### config.mk
export PLATFORM = sky130hd
export DESIGN_NAME = loop_sync_ctrl
export DESIGN_NICKNAME = d
export VERILOG_FILES = /design/src/rtl/lsync_pkg.sv /design/src/rtl/lsync_fsm.sv /design/src/rtl/lsync_frame_judge.sv /design/src/rtl/lsync_burst_gen.sv /design/src/rtl/loop_sync_ctrl.sv
export SDC_FILE = /design/constraint.sdc
export NUM_CORES = 1
export LEC_CHECK = 0
export ABC_AREA = 1
export BUFFER_PORTS_ARGS = -buffer_cell sky130_fd_sc_hd__buf_2
export CORE_ASPECT_RATIO = 0.9
export CORE_UTILIZATION = 40
export DETAILED_ROUTE_END_ITERATION = 6
export PLACE_DENSITY = 0.64
export SLEW_MARGIN = 20
export SYNTH_ARGS = -nofsm -noshare
export SYNTH_HDL_FRONTEND = slang
export SYNTH_HIERARCHICAL = 1
export SYNTH_SLANG_ARGS = --single-unit
### constraint.sdc
create_clock -name clk -period 5 [get_ports clk]
set_clock_uncertainty 0.15 [all_clocks]
set_input_delay 0.75 -clock clk [delete_from_list [all_inputs] [get_ports clk]]
set_output_delay 0.75 -clock clk [all_outputs]
set_load 0.01 [all_outputs]
### src/rtl/lsync_pkg.sv
package lsync_pkg;
    typedef enum logic [2:0] {
        LS_DEACT    = 3'd0,
        LS_WAKE_TX  = 3'd1,
        LS_WAIT_ACT = 3'd2,
        LS_SEARCH   = 3'd3,
        LS_IN_SYNC  = 3'd4
    } lsync_state_e;
endpackage

### src/rtl/lsync_fsm.sv
module lsync_fsm
    import lsync_pkg::*;
(
    input  logic         clk,
    input  logic         rst_n,
    input  logic         is_master,
    input  logic         act_cmd,
    input  logic         deact_cmd,
    input  logic         line_det,
    input  logic         rx_burst,
    input  logic         sync_hit,
    input  logic         loss_hit,
    output lsync_state_e state,
    output logic         in_sync,
    output logic         sync_chg,
    output logic         wake_flag
);
    lsync_state_e nxt;

    always_comb begin
        nxt = state;
        if (deact_cmd) begin
            nxt = LS_DEACT;
        end else begin
            unique case (state)
                LS_DEACT: begin
                    if (is_master) begin
                        if (act_cmd)       nxt = LS_SEARCH;
                        else if (line_det) nxt = LS_WAIT_ACT;
                    end else begin
                        if (act_cmd)       nxt = LS_WAKE_TX;
                        else if (line_det) nxt = LS_SEARCH;
                    end
                end
                LS_WAIT_ACT: if (act_cmd)  nxt = LS_SEARCH;
                LS_WAKE_TX:  if (rx_burst) nxt = LS_SEARCH;
                LS_SEARCH:   if (sync_hit) nxt = LS_IN_SYNC;
                LS_IN_SYNC:  if (loss_hit) nxt = LS_SEARCH;
                default:                   nxt = LS_DEACT;
            endcase
        end
    end

    // state register
    always_ff @(posedge clk or negedge rst_n) begin
        if (!rst_n) state <= LS_DEACT;
        else        state <= nxt;
    end

    // registered status outputs
    always_ff @(posedge clk or negedge rst_n) begin
        if (!rst_n) begin
            in_sync   <= 1'b0;
            sync_chg  <= 1'b0;
            wake_flag <= 1'b0;
        end else begin
            in_sync   <= (nxt == LS_IN_SYNC);
            sync_chg  <= (nxt == LS_IN_SYNC) != (state == LS_IN_SYNC);
            wake_flag <= (nxt == LS_WAIT_ACT);
        end
    end
endmodule

### src/rtl/lsync_frame_judge.sv
module lsync_frame_judge
    import lsync_pkg::*;
#(
    parameter int GOOD_RUN = 4,
    parameter int MISS_RUN = 4
) (
    input  logic         clk,
    input  logic         rst_n,
    input  lsync_state_e state,
    input  logic         frame_evt,
    input  logic         rx_burst,
    input  logic         rx_good,
    output logic         sync_hit,
    output logic         loss_hit
);
    localparam int GW = (GOOD_RUN > 2) ? $clog2(GOOD_RUN) : 1;
    localparam int MW = (MISS_RUN > 2) ? $clog2(MISS_RUN) : 1;
    localparam logic [GW-1:0] GOOD_LAST = GW'(GOOD_RUN - 1);
    localparam logic [MW-1:0] MISS_LAST = MW'(MISS_RUN - 1);

    logic          good_seen;
    logic          good_now;
    logic          tracking;
    logic [GW-1:0] good_cnt;
    logic [MW-1:0] miss_cnt;

    assign tracking = (state == LS_SEARCH) || (state == LS_IN_SYNC);
    assign good_now = good_seen || (rx_burst && rx_good);
    assign sync_hit = (state == LS_SEARCH)  && frame_evt &&  good_now && (good_cnt == GOOD_LAST);
    assign loss_hit = (state == LS_IN_SYNC) && frame_evt && !good_now && (miss_cnt == MISS_LAST);

    always_ff @(posedge clk or negedge rst_n) begin
        if (!rst_n) begin
            good_seen <= 1'b0;
        end else if (!tracking || frame_evt) begin
            good_seen <= 1'b0;
        end else if (rx_burst && rx_good) begin
            good_seen <= 1'b1;
        end
    end

    always_ff @(posedge clk or negedge rst_n) begin
        if (!rst_n) begin
            good_cnt <= '0;
        end else if (state != LS_SEARCH) begin
            good_cnt <= '0;
        end else if (frame_evt) begin
            if (!good_now)                good_cnt <= '0;
            else if (good_cnt != GOOD_LAST) good_cnt <= good_cnt + 1'b1;
        end
    end

    always_ff @(posedge clk or negedge rst_n) begin
        if (!rst_n) begin
            miss_cnt <= '0;
        end else if (state != LS_IN_SYNC) begin
            miss_cnt <= '0;
        end else if (frame_evt) begin
            if (good_now)                   miss_cnt <= '0;
            else if (miss_cnt != MISS_LAST) miss_cnt <= miss_cnt + 1'b1;
        end
    end
endmodule

### src/rtl/lsync_burst_gen.sv
module lsync_burst_gen
    import lsync_pkg::*;
(
    input  logic         clk,
    input  logic         rst_n,
    input  lsync_state_e state,
    input  logic         is_master,
    input  logic         frame_sync,
    input  logic         local_tick,
    input  logic         rx_burst,
    input  logic         deact_cmd,
    output logic         tx_burst
);
    logic half_phase;
    logic fire;

    always_comb begin
        fire = 1'b0;
        unique case (state)
            LS_WAKE_TX:             fire = local_tick && !half_phase;
            LS_SEARCH, LS_IN_SYNC:  fire = is_master ? frame_sync : rx_burst;
            default:                fire = 1'b0;
        endcase
    end

    always_ff @(posedge clk or negedge rst_n) begin
        if (!rst_n) begin
            half_phase <= 1'b0;
        end else if (state != LS_WAKE_TX) begin
            half_phase <= 1'b0;
        end else if (local_tick) begin
            half_phase <= !half_phase;
        end
    end

    always_ff @(posedge clk or negedge rst_n) begin
        if (!rst_n) tx_burst <= 1'b0;
        else        tx_burst <= fire && !deact_cmd;
    end
endmodule

### src/rtl/loop_sync_ctrl.sv
module loop_sync_ctrl
    import lsync_pkg::*;
#(
    parameter int GOOD_RUN = 4,
    parameter int MISS_RUN = 4
) (
    input  logic clk,
    input  logic rst_n,
    input  logic is_master,
    input  logic act_cmd,
    input  logic deact_cmd,
    input  logic line_det,
    input  logic frame_sync,
    input  logic local_tick,
    input  logic rx_burst,
    input  logic rx_good,
    output logic tx_burst,
    output logic in_sync,
    output logic sync_chg,
    output logic wake_flag
);
    lsync_state_e state;
    logic         frame_evt;
    logic         sync_hit;
    logic         loss_hit;

    assign frame_evt = is_master ? frame_sync : local_tick;

    lsync_fsm fsm_i (
        .clk       (clk),
        .rst_n     (rst_n),
        .is_master (is_master),
        .act_cmd   (act_cmd),
        .deact_cmd (deact_cmd),
        .line_det  (line_det),
        .rx_burst  (rx_burst),
        .sync_hit  (sync_hit),
        .loss_hit  (loss_hit),
        .state     (state),
        .in_sync   (in_sync),
        .sync_chg  (sync_chg),
        .wake_flag (wake_flag)
    );

    lsync_frame_judge #(
        .GOOD_RUN (GOOD_RUN),
        .MISS_RUN (MISS_RUN)
    ) judge_i (
        .clk       (clk),
        .rst_n     (rst_n),
        .state     (state),
        .frame_evt (frame_evt),
        .rx_burst  (rx_burst),
        .rx_good   (rx_good),
        .sync_hit  (sync_hit),
        .loss_hit  (loss_hit)
    );

    lsync_burst_gen burst_i (
        .clk        (clk),
        .rst_n      (rst_n),
        .state      (state),
        .is_master  (is_master),
        .frame_sync (frame_sync),
        .local_tick (local_tick),
        .rx_burst   (rx_burst),
        .deact_cmd  (deact_cmd),
        .tx_burst   (tx_burst)
    );
endmodule

# ---- After elaboration in Yosys (flattened, before gate mapping)
# Cells that the tools add are included.
dict set report totals {
  reg_bits 13
}
dict set report classes {
  n_addsub 2
  n_eq_ne 15
  muxes 26
  reduce_logical 25
}
# operator count
set ops {}
lappend ops {{$mux W3} 10}
lappend ops {{$mux W2} 8}
lappend ops {{$pmux W3 S5} 1}
lappend ops {{$eq A3 B2 Y1 const B} 3}
lappend ops {{$logic_and A1 B1 Y1} 9}
lappend ops {{$reduce_bool A2 Y1} 4}
lappend ops {{$eq A3 B3 Y1 const B} 2}
lappend ops {{$mux W1} 6}
lappend ops {{$ne A3 B3 Y1 const B} 2}
lappend ops {{$add A2 B1 Y2 const B} 2}
lappend ops {{$eq A2 B2 Y1 const B} 2}
lappend ops {{$logic_not A1 Y1} 4}
lappend ops {{$ne A2 B2 Y1 const B} 2}
lappend ops {{$reduce_and A2 Y1} 2}
lappend ops {{$eq A3 B1 Y1 const B} 1}
lappend ops {{$logic_not A3 Y1} 1}
lappend ops {{$logic_or A1 B1 Y1} 3}
lappend ops {{$ne A3 B1 Y1 const B} 1}
lappend ops {{$ne A3 B2 Y1 const B} 1}
lappend ops {{$reduce_bool A3 Y1} 1}
lappend ops {{$pmux W1 S2} 1}
lappend ops {{$reduce_or A2 Y1} 1}
lappend ops {{$ne A1 B1 Y1} 1}

# ---- Longest topological paths before layout
dict set report logic_depth {
  word_depth 10
  depth_mapped 12
  depth_no_buf 12
}

# ---- Cells and area by module
# The synthesis kept the hierarchy.
# mod n_inst cells_each area_per_inst_um2
set modules_own_cells {}
lappend modules_own_cells {lsync_fsm 1 51 366.6}
lappend modules_own_cells {lsync_frame_judge 1 48 326.6}
lappend modules_own_cells {lsync_burst_gen 1 21 135.1}
lappend modules_own_cells {loop_sync_ctrl 1 4 15.0}

# ---- Least setup slack after synthesis
# No wires, ideal clock.
dict set report synth_timing {
  kind {input -> register}
  startpoint {input port rx_burst}
  endpoint {register fsm_i.wake_flag}
  t_arrival_ns 1.619
  setup_slack_ns 3.114
  stages 8
  path_buffers 0
  cell_sequence {a21oi_1 nand3_1 nor2_1 nand3_2 nand2_2 nor2_2 nor2_2 nor2_2}
}
dict set report synth_between {
  elab_chain_len 9
}
# item line_no
set synth_rtl {}
lappend synth_rtl {{start, declared} loop_sync_ctrl.sv:15} ;# input logic rx_burst,
lappend synth_rtl {{$logic_and A1 B1 Y1} lsync_frame_judge.sv:28} ;# assign good_now = good_seen || (rx_burst && rx_good);
lappend synth_rtl {{$logic_or A1 B1 Y1} lsync_frame_judge.sv:28}
lappend synth_rtl {{$logic_not A1 Y1} lsync_frame_judge.sv:30} ;# assign loss_hit = (state == LS_IN_SYNC) && frame_evt && !good_now && (miss_cnt == MISS_LAST);
lappend synth_rtl {{$logic_and A1 B1 Y1 (2 in series)} lsync_frame_judge.sv:30}
lappend synth_rtl {{net loss_hit} loop_sync_ctrl.sv:25} ;# logic loss_hit;
lappend synth_rtl {{$mux W3} lsync_fsm.sv:38} ;# LS_IN_SYNC: if (loss_hit) nxt = LS_SEARCH;
lappend synth_rtl {{$pmux W3 S5} lsync_fsm.sv:25} ;# unique case (state)
lappend synth_rtl {{$mux W3} lsync_fsm.sv:22} ;# if (deact_cmd) begin
lappend synth_rtl {{net fsm_i.nxt[0]} lsync_fsm.sv:18} ;# lsync_state_e nxt;
lappend synth_rtl {{$eq A3 B2 Y1} lsync_fsm.sv:59} ;# wake_flag <= (nxt == LS_WAIT_ACT);
lappend synth_rtl {{end signal, assigned} lsync_fsm.sv:59}
lappend synth_rtl {{end, declared} lsync_fsm.sv:16} ;# output logic wake_flag
# The timed path passes the listed nets, and every way through them passes these cells.
# A chain may end at the register's enable or synchronous reset.

# ---- Worst setup path after layout
# Same ends and word-level chain as after synthesis.

==> flow_summary.toml <==
[placement]
dpl_cell_area_sq_um = 940
hpwl_mm = 1.30
io_buffers = 13
place_congestion = 0.849

[pwr]
switchingPower_mw = 0.0832
combPwrFrac_pct = 23.1
p_int_mw = 0.165
p_clk_share_pct = 26.4
seqPwrFrac_pct = 50.5
swShare_pct = 33.6
p_per_area_mw_per_mm2 = 257
ir_worst_vdd_mv = 0.163
leakagePower_nw = 0.546

[worst_setup_path]
cp-start-kind = "input pin"
rr_worst_depth = 11
rrSetupSlack_ps = 3160
crit_path_max_fanout = 4
endpoint = "fsm_i/wake_flag"
r2r-end = "fsm_i/state[1]"
cp-end-kind = "register"
r2r-start = "fsm_i/state[1]"
criticalPathCategory = "input pin to register"
startpoint = "rx_burst"
cp.arrival_ps = 1900
required_ps = 5020

[floorplan]
die_y_um = 45.6
die_w_um = 50.4
coreArea_sq_mm = 0.00195
start_util_pct = 43.2
io_pins = 14
rows = 15
die_area_sq_mm = 0.00230

[clock_tree]
cts_resized = 0
hold_buffers = 0
clockBufferDepth = 2
clock-sinks = 13
cts_max_level = 1
root_buffer = "clkbuf_4"
path_clk_slew_ps = 80
cts_made_buffers = 3
cts_tree = "done"
cts_setup_buffers = 0
clk_latency_ps = 280

[layout]
nets = 154
antenna_cells = 0
drive_gt1_share_pct = 22.0
area.growth.synth_to_final_pct = 14.5
final_area_sq_um = 966

[grt]
grtUsageTotal_pct = 17.4
grt_max_degree = 15
antenna_found_initial = 0
grt_overflow_total = 0
grt_pass1_vias = 665
grt_pass1_wl_mm = 2.83

[logic_synthesis]
netlist.area_leader.share_pct = 38.6
ys_seq_elements = 13
synth.most_common_cell = "nand2_1"
yosysSeqAreaShare_pct = 38.6
ys_types = 15
yosys-top-cells-area = "dfrtp_1 39%, nand2_1 16%, inv_1 11%, nor2_1 6.2%, nor2_2 5.9%"
synth_warnings = 6
synth_area_sq_um = 843
ys_top_cells_by_count = "37 x nand2_1, 24 x inv_1, 14 x nor2_1"
synthCells = 124
yosysTopAreaCell = "dfrtp_1"
syn-mean-instance-area_sq_um = 6.80
ys.flop_type = "dfrtp_1"
syn_nets = 136
ys_async_sr_fraction_pct = 100
synth_edf_count = 0

[route]
drtPass1Iterations = 4
route.detailed.drc = 0
detail-route-antenna-nets = 0
viasPerCell = 4.68
avgRoutedWirePerCell_um = 10.1
drt_iter0_drc = 14
vias = 777
wl_mm = 1.68

[sta]
drv_slew = 0
worst_slew_pin_slew_ps = 468
period_needed_ps = 1880
fmaxAchievable_mhz = 532
tns_ps = 0
period_share_pct = 37.6
hold_viol = 0
slew_headroom_pct = 68.8
grt_setup_unrepaired = "no"
setup_viol = 0

[status]
outcome = "finished clean"

[worst_hold_path]
min_path_type = "input pin to asynchronous set/reset pin"

[flow_run]
max_cap_viol_count = 0
-- worst max-delay path: stages --
cell and delay [ps]:
buf_2 120, a21oi_1 230, nand3_1 150, nor2_1 240, nand3_2 110, nand2_2 100, nor2_2 40, nor2_2 100
nor2_2 50
-- layer usage --
layer | vias to the layer above | wire length [um] | GRT usage (%)
li1 | 417 | - | -
met4 | 0 | 12 | 5.00
met1 | 343 | 806 | 23.3
met2 | 15 | 768 | 25.9
met3 | 2 | 92 | 7.33
met5 | - | 0 | 0
-- power by group through the flow --
stage               clock network, mW  logic [mW]  registers, mW
global placement                    0      0.0567          0.127
CTS                            0.0695      0.0582          0.125
finish                         0.0655      0.0573          0.125
global route                   0.0756      0.0664          0.127
floorplan                           0      0.0409          0.125
detailed placement                  0      0.0581          0.127
-- placed cells by master, fill, tap and decap left out --
cell type | netlist | final
nand2_1 | 37 | 37
inv_1 | 24 | 24
nor2_1 | 14 | 14
dfrtp_1 | 13 | 13
buf_2 | 0 | 13
nand3_1 | 8 | 8
nor2_2 | 8 | 8
nand4_1 | 6 | 6
nand2_2 | 4 | 4
clkbuf_4 | 0 | 3
o21ai_0 | 2 | 2
a21oi_1 | 2 | 2
ha_1 | 2 | 2
a21oi_2 | 1 | 1
clkbuf_1 | 0 | 1
nand3_2 | 1 | 1
o22ai_2 | 1 | 1
o211ai_1 | 1 | 1
-- through the flow --
step                std cells  power, mW  utilization [%]  hold slack, ps  worst slack (ps)
floorplan                 124      0.166                -             296              3110
global route              166      0.269             49.5             206              2960
detailed placement        162      0.185             48.1             333              2830
finish                    166      0.248             49.5             196              3120
CTS                       166      0.253             49.5             196              3110
global placement          162      0.184             48.1             314              2900
-- cell families after synthesis --
kind of cell	after synthesis	synth area share, %
and+or+nand+nor	78	42.0
buffers and inverters	24	10.7
DFF	13	38.6
AOI/OAI and AO/OA	7	5.79
adders and majority gates	2	2.97
-- how the worst min path moves through the flow --
stage	endpoint	slack, ps	from
final	burst_i/tx_burst	200	rst_n
after CTS	judge_i/good_cnt[1]	200	rst_n
after floorplan	burst_i/half_phase	300	rst_n
after global placement	judge_i/miss_cnt[1]	310	judge_i/miss_cnt[1]
after detailed placement	judge_i/miss_cnt[1]	330	judge_i/miss_cnt[1]
after global routing	burst_i/tx_burst	210	rst_n
-- state kept, by name, summed over array words and instances (netlist names) --
signal,count
judge_i/good_cnt,2
fsm_i/wake_flag,1
fsm_i/in_sync,1
judge_i/good_seen,1
fsm_i/state,3
burst_i/half_phase,1
fsm_i/sync_chg,1
burst_i/tx_burst,1
judge_i/miss_cnt,2
-- layout make-up --
class | count | area (sq um)
fillers | 206 | 986
inverters | 24 | 90.1
well taps | 25 | 31.3
multi-input cells | 87 | 428
flip-flops and latches | 13 | 325
repair buffers | 13 | 65.1
clock buffers | 4 | 26.3
Power figures use the tool's default switching activity.
